**config.mk**
```make
export PLATFORM = sky130hd
export DESIGN_NAME = hbridge_gate_ctrl
export DESIGN_NICKNAME = d
export VERILOG_FILES = /design/src/rtl/hb_pkg.sv /design/src/rtl/hb_sync.sv /design/src/rtl/hb_leg.sv /design/src/rtl/hbridge_gate_ctrl.sv
export SDC_FILE = /design/constraint.sdc
export NUM_CORES = 1
export LEC_CHECK = 0
export BUFFER_PORTS_ARGS = -buffer_cell sky130_fd_sc_hd__buf_2
export CAP_MARGIN = 10
export CORE_ASPECT_RATIO = 0.8
export CORE_MARGIN = 2
export CORE_UTILIZATION = 40
export DETAILED_ROUTE_END_ITERATION = 8
export GPL_TIMING_DRIVEN = 1
export MAX_ROUTING_LAYER = met4
export PLACE_DENSITY_LB_ADDON = 0.05
export SLEW_MARGIN = 30
export SYNTH_ARGS = -nofsm -noshare
export SYNTH_HDL_FRONTEND = slang
export SYNTH_SLANG_ARGS = --single-unit
```
**constraint.sdc**
```tcl
create_clock -name clk -period 3.8 [get_ports clk]
set_input_delay 0.19 -clock clk [delete_from_list [all_inputs] [get_ports clk]]
set_output_delay 0.19 -clock clk [all_outputs]
set_load 0.05 [all_outputs]
```
**src/rtl/hb_pkg.sv**
```systemverilog
package hb_pkg;

    localparam int NUM_LEGS = 2;

    typedef enum logic [1:0] {
        LEG_OFF  = 2'd0,
        LEG_HIGH = 2'd1,
        LEG_LOW  = 2'd2
    } leg_req_e;

    typedef struct packed {
        logic                         dis_hi_p;
        logic                         dis_lo_p;
        logic                         en_p;
        logic                         sc_lat;
        logic                         ot_lat;
        logic                         sleep;
        logic                         flag_n;
        leg_req_e [NUM_LEGS-1:0]      req;
    } ctrl_state_t;

endpackage

```
**src/rtl/hb_sync.sv**
```systemverilog
module hb_sync #(
    parameter int WIDTH  = 6,
    parameter int STAGES = 2
) (
    input  logic             clk,
    input  logic             rst_n,
    input  logic [WIDTH-1:0] async_i,
    output logic [WIDTH-1:0] sync_o
);
    logic [STAGES-1:0][WIDTH-1:0] ff_d, ff_q;

    always_comb begin
        ff_d[0] = async_i;
        for (int s = 1; s < STAGES; s++) begin
            ff_d[s] = ff_q[s-1];
        end
    end

    always_ff @(posedge clk or negedge rst_n) begin
        if (!rst_n) ff_q <= '0;
        else        ff_q <= ff_d;
    end

    assign sync_o = ff_q[STAGES-1];
endmodule

```
**src/rtl/hb_leg.sv**
```systemverilog
module hb_leg
    import hb_pkg::*;
#(
    parameter int DEAD_CYC = 4
) (
    input  logic     clk,
    input  logic     rst_n,
    input  leg_req_e req_i,
    output logic     hs_o,
    output logic     ls_o
);
    localparam int CNT_W = $clog2(DEAD_CYC + 1);

    typedef struct packed {
        leg_req_e   cur;
        logic [CNT_W-1:0] cnt;
    } leg_state_t;

    leg_state_t leg_d, leg_q;

    always_comb begin
        leg_d = leg_q;
        if (leg_q.cnt != '0) leg_d.cnt = leg_q.cnt - 1'b1;
        if (leg_q.cur != req_i) begin
            if (leg_q.cur != LEG_OFF) begin
                leg_d.cur = LEG_OFF;
                leg_d.cnt = CNT_W'(DEAD_CYC - 1);
            end else if (leg_q.cnt == '0) begin
                leg_d.cur = req_i;
            end
        end
    end

    always_ff @(posedge clk or negedge rst_n) begin
        if (!rst_n) leg_q <= '{cur: LEG_OFF, cnt: '0};
        else        leg_q <= leg_d;
    end

    assign hs_o = (leg_q.cur == LEG_HIGH);
    assign ls_o = (leg_q.cur == LEG_LOW);

    AST_LEG_EXCL: assert property (@(posedge clk) disable iff (!rst_n)
        !(hs_o && ls_o));
    AST_HS_AFTER_GAP: assert property (@(posedge clk) disable iff (!rst_n)
        $rose(hs_o) |-> !$past(ls_o));
    AST_LS_AFTER_GAP: assert property (@(posedge clk) disable iff (!rst_n)
        $rose(ls_o) |-> !$past(hs_o));
endmodule

```
**src/rtl/hbridge_gate_ctrl.sv**
```systemverilog
module hbridge_gate_ctrl
    import hb_pkg::*;
#(
    parameter int DEAD_CYC    = 4,
    parameter int SYNC_STAGES = 2
) (
    input  logic       clk,
    input  logic       rst_n,
    input  logic       in_a_i,
    input  logic       in_b_i,
    input  logic       inv_i,
    input  logic       dis_hi_i,
    input  logic       dis_lo_n_i,
    input  logic       en_i,
    input  logic       uv_i,
    input  logic       ot_i,
    input  logic       ot_cool_i,
    input  logic       sc_i,
    input  logic       ilim_i,
    output logic [1:0] hs_o,
    output logic [1:0] ls_o,
    output logic [1:0] hiz_o,
    output logic       sleep_o,
    output logic       flag_n_o
);
    localparam int SYNC_W = NUM_LEGS + 4;

    logic [SYNC_W-1:0]   sync_s;
    logic [NUM_LEGS-1:0] pol_s;
    logic                inv_s, dis_hi_s, dis_lo_s, en_s;

    hb_sync #(.WIDTH(SYNC_W), .STAGES(SYNC_STAGES)) u_sync (
        .clk     (clk),
        .rst_n   (rst_n),
        .async_i ({en_i, dis_lo_n_i, dis_hi_i, inv_i, in_b_i, in_a_i}),
        .sync_o  (sync_s)
    );

    assign pol_s    = sync_s[NUM_LEGS-1:0];
    assign inv_s    = sync_s[NUM_LEGS];
    assign dis_hi_s = sync_s[NUM_LEGS+1];
    assign dis_lo_s = sync_s[NUM_LEGS+2];
    assign en_s     = sync_s[NUM_LEGS+3];

    ctrl_state_t st_d, st_q;
    logic clr_edge, asleep, disabled, latched, bridge_off;

    always_comb begin
        st_d = st_q;
        st_d.dis_hi_p = dis_hi_s;
        st_d.dis_lo_p = dis_lo_s;
        st_d.en_p     = en_s;

        clr_edge = (st_q.dis_hi_p & ~dis_hi_s)
                 | (~st_q.dis_lo_p & dis_lo_s)
                 | (st_q.en_p ^ en_s);
        if (clr_edge) begin
            st_d.sc_lat = 1'b0;
            if (ot_cool_i) st_d.ot_lat = 1'b0;
        end
        if (sc_i) st_d.sc_lat = 1'b1;
        if (ot_i) st_d.ot_lat = 1'b1;

        asleep     = ~en_s;
        disabled   = dis_hi_s | ~dis_lo_s;
        latched    = st_d.sc_lat | st_d.ot_lat;
        bridge_off = asleep | disabled | uv_i | latched | ilim_i;

        st_d.sleep  = asleep;
        st_d.flag_n = asleep | ~(disabled | uv_i | latched);

        for (int i = 0; i < NUM_LEGS; i++) begin
            if (bridge_off)             st_d.req[i] = LEG_OFF;
            else if (pol_s[i] ^ inv_s)  st_d.req[i] = LEG_HIGH;
            else                        st_d.req[i] = LEG_LOW;
        end
    end

    always_ff @(posedge clk or negedge rst_n) begin
        if (!rst_n) begin
            st_q        <= '0;
            st_q.sleep  <= 1'b1;
            st_q.flag_n <= 1'b1;
            st_q.req    <= {NUM_LEGS{LEG_OFF}};
        end else begin
            st_q <= st_d;
        end
    end

    for (genvar g = 0; g < NUM_LEGS; g++) begin : g_leg
        hb_leg #(.DEAD_CYC(DEAD_CYC)) u_leg (
            .clk   (clk),
            .rst_n (rst_n),
            .req_i (st_q.req[g]),
            .hs_o  (hs_o[g]),
            .ls_o  (ls_o[g])
        );
        assign hiz_o[g] = ~(hs_o[g] | ls_o[g]);
    end

    assign sleep_o  = st_q.sleep;
    assign flag_n_o = st_q.flag_n;

    AST_SLEEP_OFF: assert property (@(posedge clk) disable iff (!rst_n)
        st_q.sleep |=> (hiz_o == '1));
    AST_LATCH_OFF: assert property (@(posedge clk) disable iff (!rst_n)
        (st_q.sc_lat || st_q.ot_lat) |=> (hiz_o == '1));
    AST_UV_FLAG: assert property (@(posedge clk) disable iff (!rst_n)
        (uv_i && en_s) |=> !flag_n_o);
    AST_SLEEP_FLAG: assert property (@(posedge clk) disable iff (!rst_n)
        !en_s |=> flag_n_o);
endmodule

```
==> summary.md <==
| Metric | Value |
|---|---|
| WP data arrival | 1.39 ns |
| Vias | 867 |
| Synth Net Count | 136 |
| Seq cells post-synth | 33 |
| Clk root buf | clkbuf_8 |
| Post_cts resized | 0 |
| Clock sink total | 33 |
| Critical path's slowest cell | dfrtp_1 |
| DP HPWL | 1480 µm |
| Post-synth EDFFs | 0 |
| Fin util | 49.6% |
| Chip width | 70.8 µm |
| Routed wire per std cell | 11.7 µm |
| End of the critical path | hiz_o[0] |
| Placer Congestion | 0.837 |
| Die area | 4060 µm² |
| DRT iter0 DRCs | 25 |
| Final Setup Violations | 0 |
| Ranking of synthesized cells by area | dfrtp_1 (54%), ha_1 (8.8%), xnor2_1 (4.3%) |
| GR Util All Layers | 12.3% |
| Largest net degree at the start of global routing | 34 |
| DRC | 0 |
| Setup tns final | 0 ns |
| Most common cell in the netlist | dfrtp_1 |
| Routed WL | 2130 µm |
| Synth async-reset ratio | 100% |
| Post-CTS Hold Fix Bufs | 3 |
| Syn avg cell area | 12.6 µm² |
| CTS tree | yes |
| Clock tree buffer depth | 2 |
| RR Startpoint | u_sync.sync_o[3]$_DFF_PN0_ |
| Placeable core region | 3420 µm² |
| Final hold vios | 0 |
| Initial antenna violation count | 0 |
| Max FO, Critical Path | 5 |
| Die Y | 57.4 µm |
| Initial core utilization | 41.7% |
| Lkg Pwr | 0.774 nW |
| DRT antenna net count | 0 |
| GRT overflow | 0 |
| Post-Synthesis Cells | 113 |
| CP Cell Sequence | inv_1 > ha_1 > inv_1 > buf_2 |
| Hold crit path type | primary input to register |
| Crit path capture type | primary output |
| Crit Path Category | register to primary output |
| Worst hold slack | 0.0119 ns |
| Critical Path RT | 3.61 ns |
| Diode count | 0 |
| H-tree depth | 2 |
| Fraction of layout cells with a size suffix above 1 | 25.0% |
| Number of global-route vias before repair | 872 |
| Synth area leader | dfrtp_1 |
| Io pins | 21 |
| R2R setup slack | 2.43 ns |
| Dpl cells | 171 |
| Worst Skew | 0.00402 ns |
| Row count | 19 |
| Clock buffer count from CTS | 5 |
| IO buf count | 20 |
| Outcome | complete, no violations |
| Final Cell Area | 1700 µm² |
| Slew Viols, Final | 0 |
| Clock-pin slew on the worst setup and hold paths | 0.07 ns |
| Worst r2r path cells | 2 |
| Most used DFF post-synth | dfrtp_1 |
| P per Cell Area | 581 nW/µm² |
| Hold wc startpoint | en_i |
| Register area share after synthesis | 58.1% |
| Synthesis-to-layout area growth | 19.1% |
| Rel. slew slack | 52.1% |
| # nets final | 162 |
| Maximum vdd drop | 0.343 mV |
| Critical path launch point | g_leg[0].u_leg.leg_q[3]$_DFFE_PN0P_ |
| Synth top area share | 54.4% |
| Synthesized cell area | 1430 µm² |
| First drt pass iteration count | 4 |
| Synth warn | 0 |
| Latest clock arrival within the worst-skew pair | 0.28 ns |
| Cell mode on critical path | inv_1 |
| FMAX | 0.634 GHz |
| Distinct cell type count after synthesis | 30 |
| Non-Filler Instances | 182 |
| Worst-Margin Slew | 0.719 ns |
| RR Endpoint | st_q[3]$_DFF_PN0_ |
| MaxCap Viol Count | 0 |
| First-pass GRT wire length | 3680 µm |
| RSZ-0062 raised after global routing | no |
| Postcts setup bufs | 0 |
| Most frequent cells after synthesis | dfrtp_1 (31), ha_1 (10), inv_1 (10), xnor2_1 (7), nor2b_1 (6) |
| CP peak stage delay | 0.43 ns |
| Minimum clock period | 1.58 ns |
| Crit start category | register |
| Vias per cell | 4.76 |
| Final period util | 41.5% |
| Post-DP Area | 1550 µm² |
[cell type report]
type / instances / area, µm²
sequential: 33 / 828
tap: 42 / 52.6
multi-input combinational: 65 / 527
clock buffer: 6 / 82.6
fill: 314 / 1720
clock inverter: 2 / 37.5
inverter: 11 / 41.3
timing repair buffer: 23 / 130
[critical path: cells and delay by family, from the launching register on]
family	cells	cell delay [ns]
flops	1	0.43
fa+ha+maj	1	0.30
buf+inv	3	0.39
[layout by cell type (no fill, tap or decap), drive strengths merged, types with 4 or more instances in the layout]
master	count
xnor2	7
a21o	4
ha	10
nor2	4
dfrtp	31
inv	11
nor2b	6
clkbuf	6
buf	20
[metal layers]
| metal | GRT usage (%) | share of wire [%] |
|---|---|---|
| met5 | - | 0 |
| met2 | 18.0 | 42 |
| met3 | 4.24 | 5.1 |
| met1 | 15.2 | 52 |
| met4 | 6.47 | 1.0 |
[where the power goes]
| part | switching, mW | total, mW | internal (mW) |
|---|---|---|---|
| clock | 0.128 | 0.341 | 0.213 |
| sequential | 0.0225 | 0.421 | 0.399 |
| combinational | 0.115 | 0.224 | 0.109 |
| total | 0.266 | 0.987 | 0.721 |
[sequential cells by signal, summed over array words and instances, names as in the netlist]
name,count
sleep_o,1
u_sync.sync_o,6
u_sync.ff_d,6
g_leg.u_leg.leg_q,10
st_q,9
flag_n_o,1
[worst min path at each step]
stage | cells after the start | endpoint
2_1_floorplan | 0 | g_leg[0].u_leg.leg_q[0]$_DFF_PN0_
3_3_place_gp | 1 | u_sync.ff_d[10]$_DFF_PN0_
3_5_place_dp | 1 | u_sync.ff_d[10]$_DFF_PN0_
4_1_cts | 1 | u_sync.ff_d[11]$_DFF_PN0_
5_1_grt | 1 | u_sync.ff_d[6]$_DFF_PN0_
6_report | 1 | u_sync.ff_d[11]$_DFF_PN0_
[metrics by stage]
stage / power [mW] / setup slack (ns)
after global placement: 0.643 / 2.50
final: 0.987 / 2.22
after global routing: 1.04 / 2.14
after CTS: 1.00 / 2.21
after detailed placement: 0.649 / 2.45
after floorplan: 0.601 / 2.56
[logic make-up (layout without fill, tap and decap cells)]
logic type               after synthesis  after routing  synth area share (%)
AO/OA/AOI/OAI                         17             17                  9.21
XOR/XNOR                               9              9                  5.53
adder cells (fa/ha/maj)               10             10                  8.77
buffers and inverters                 15             42                  5.00
flip-flops                            33             33                  58.1
multiplexers                           1              1                 0.789
AND/OR/NAND/NOR                       28             28                  12.6
Power figures use the tool's default switching activity.
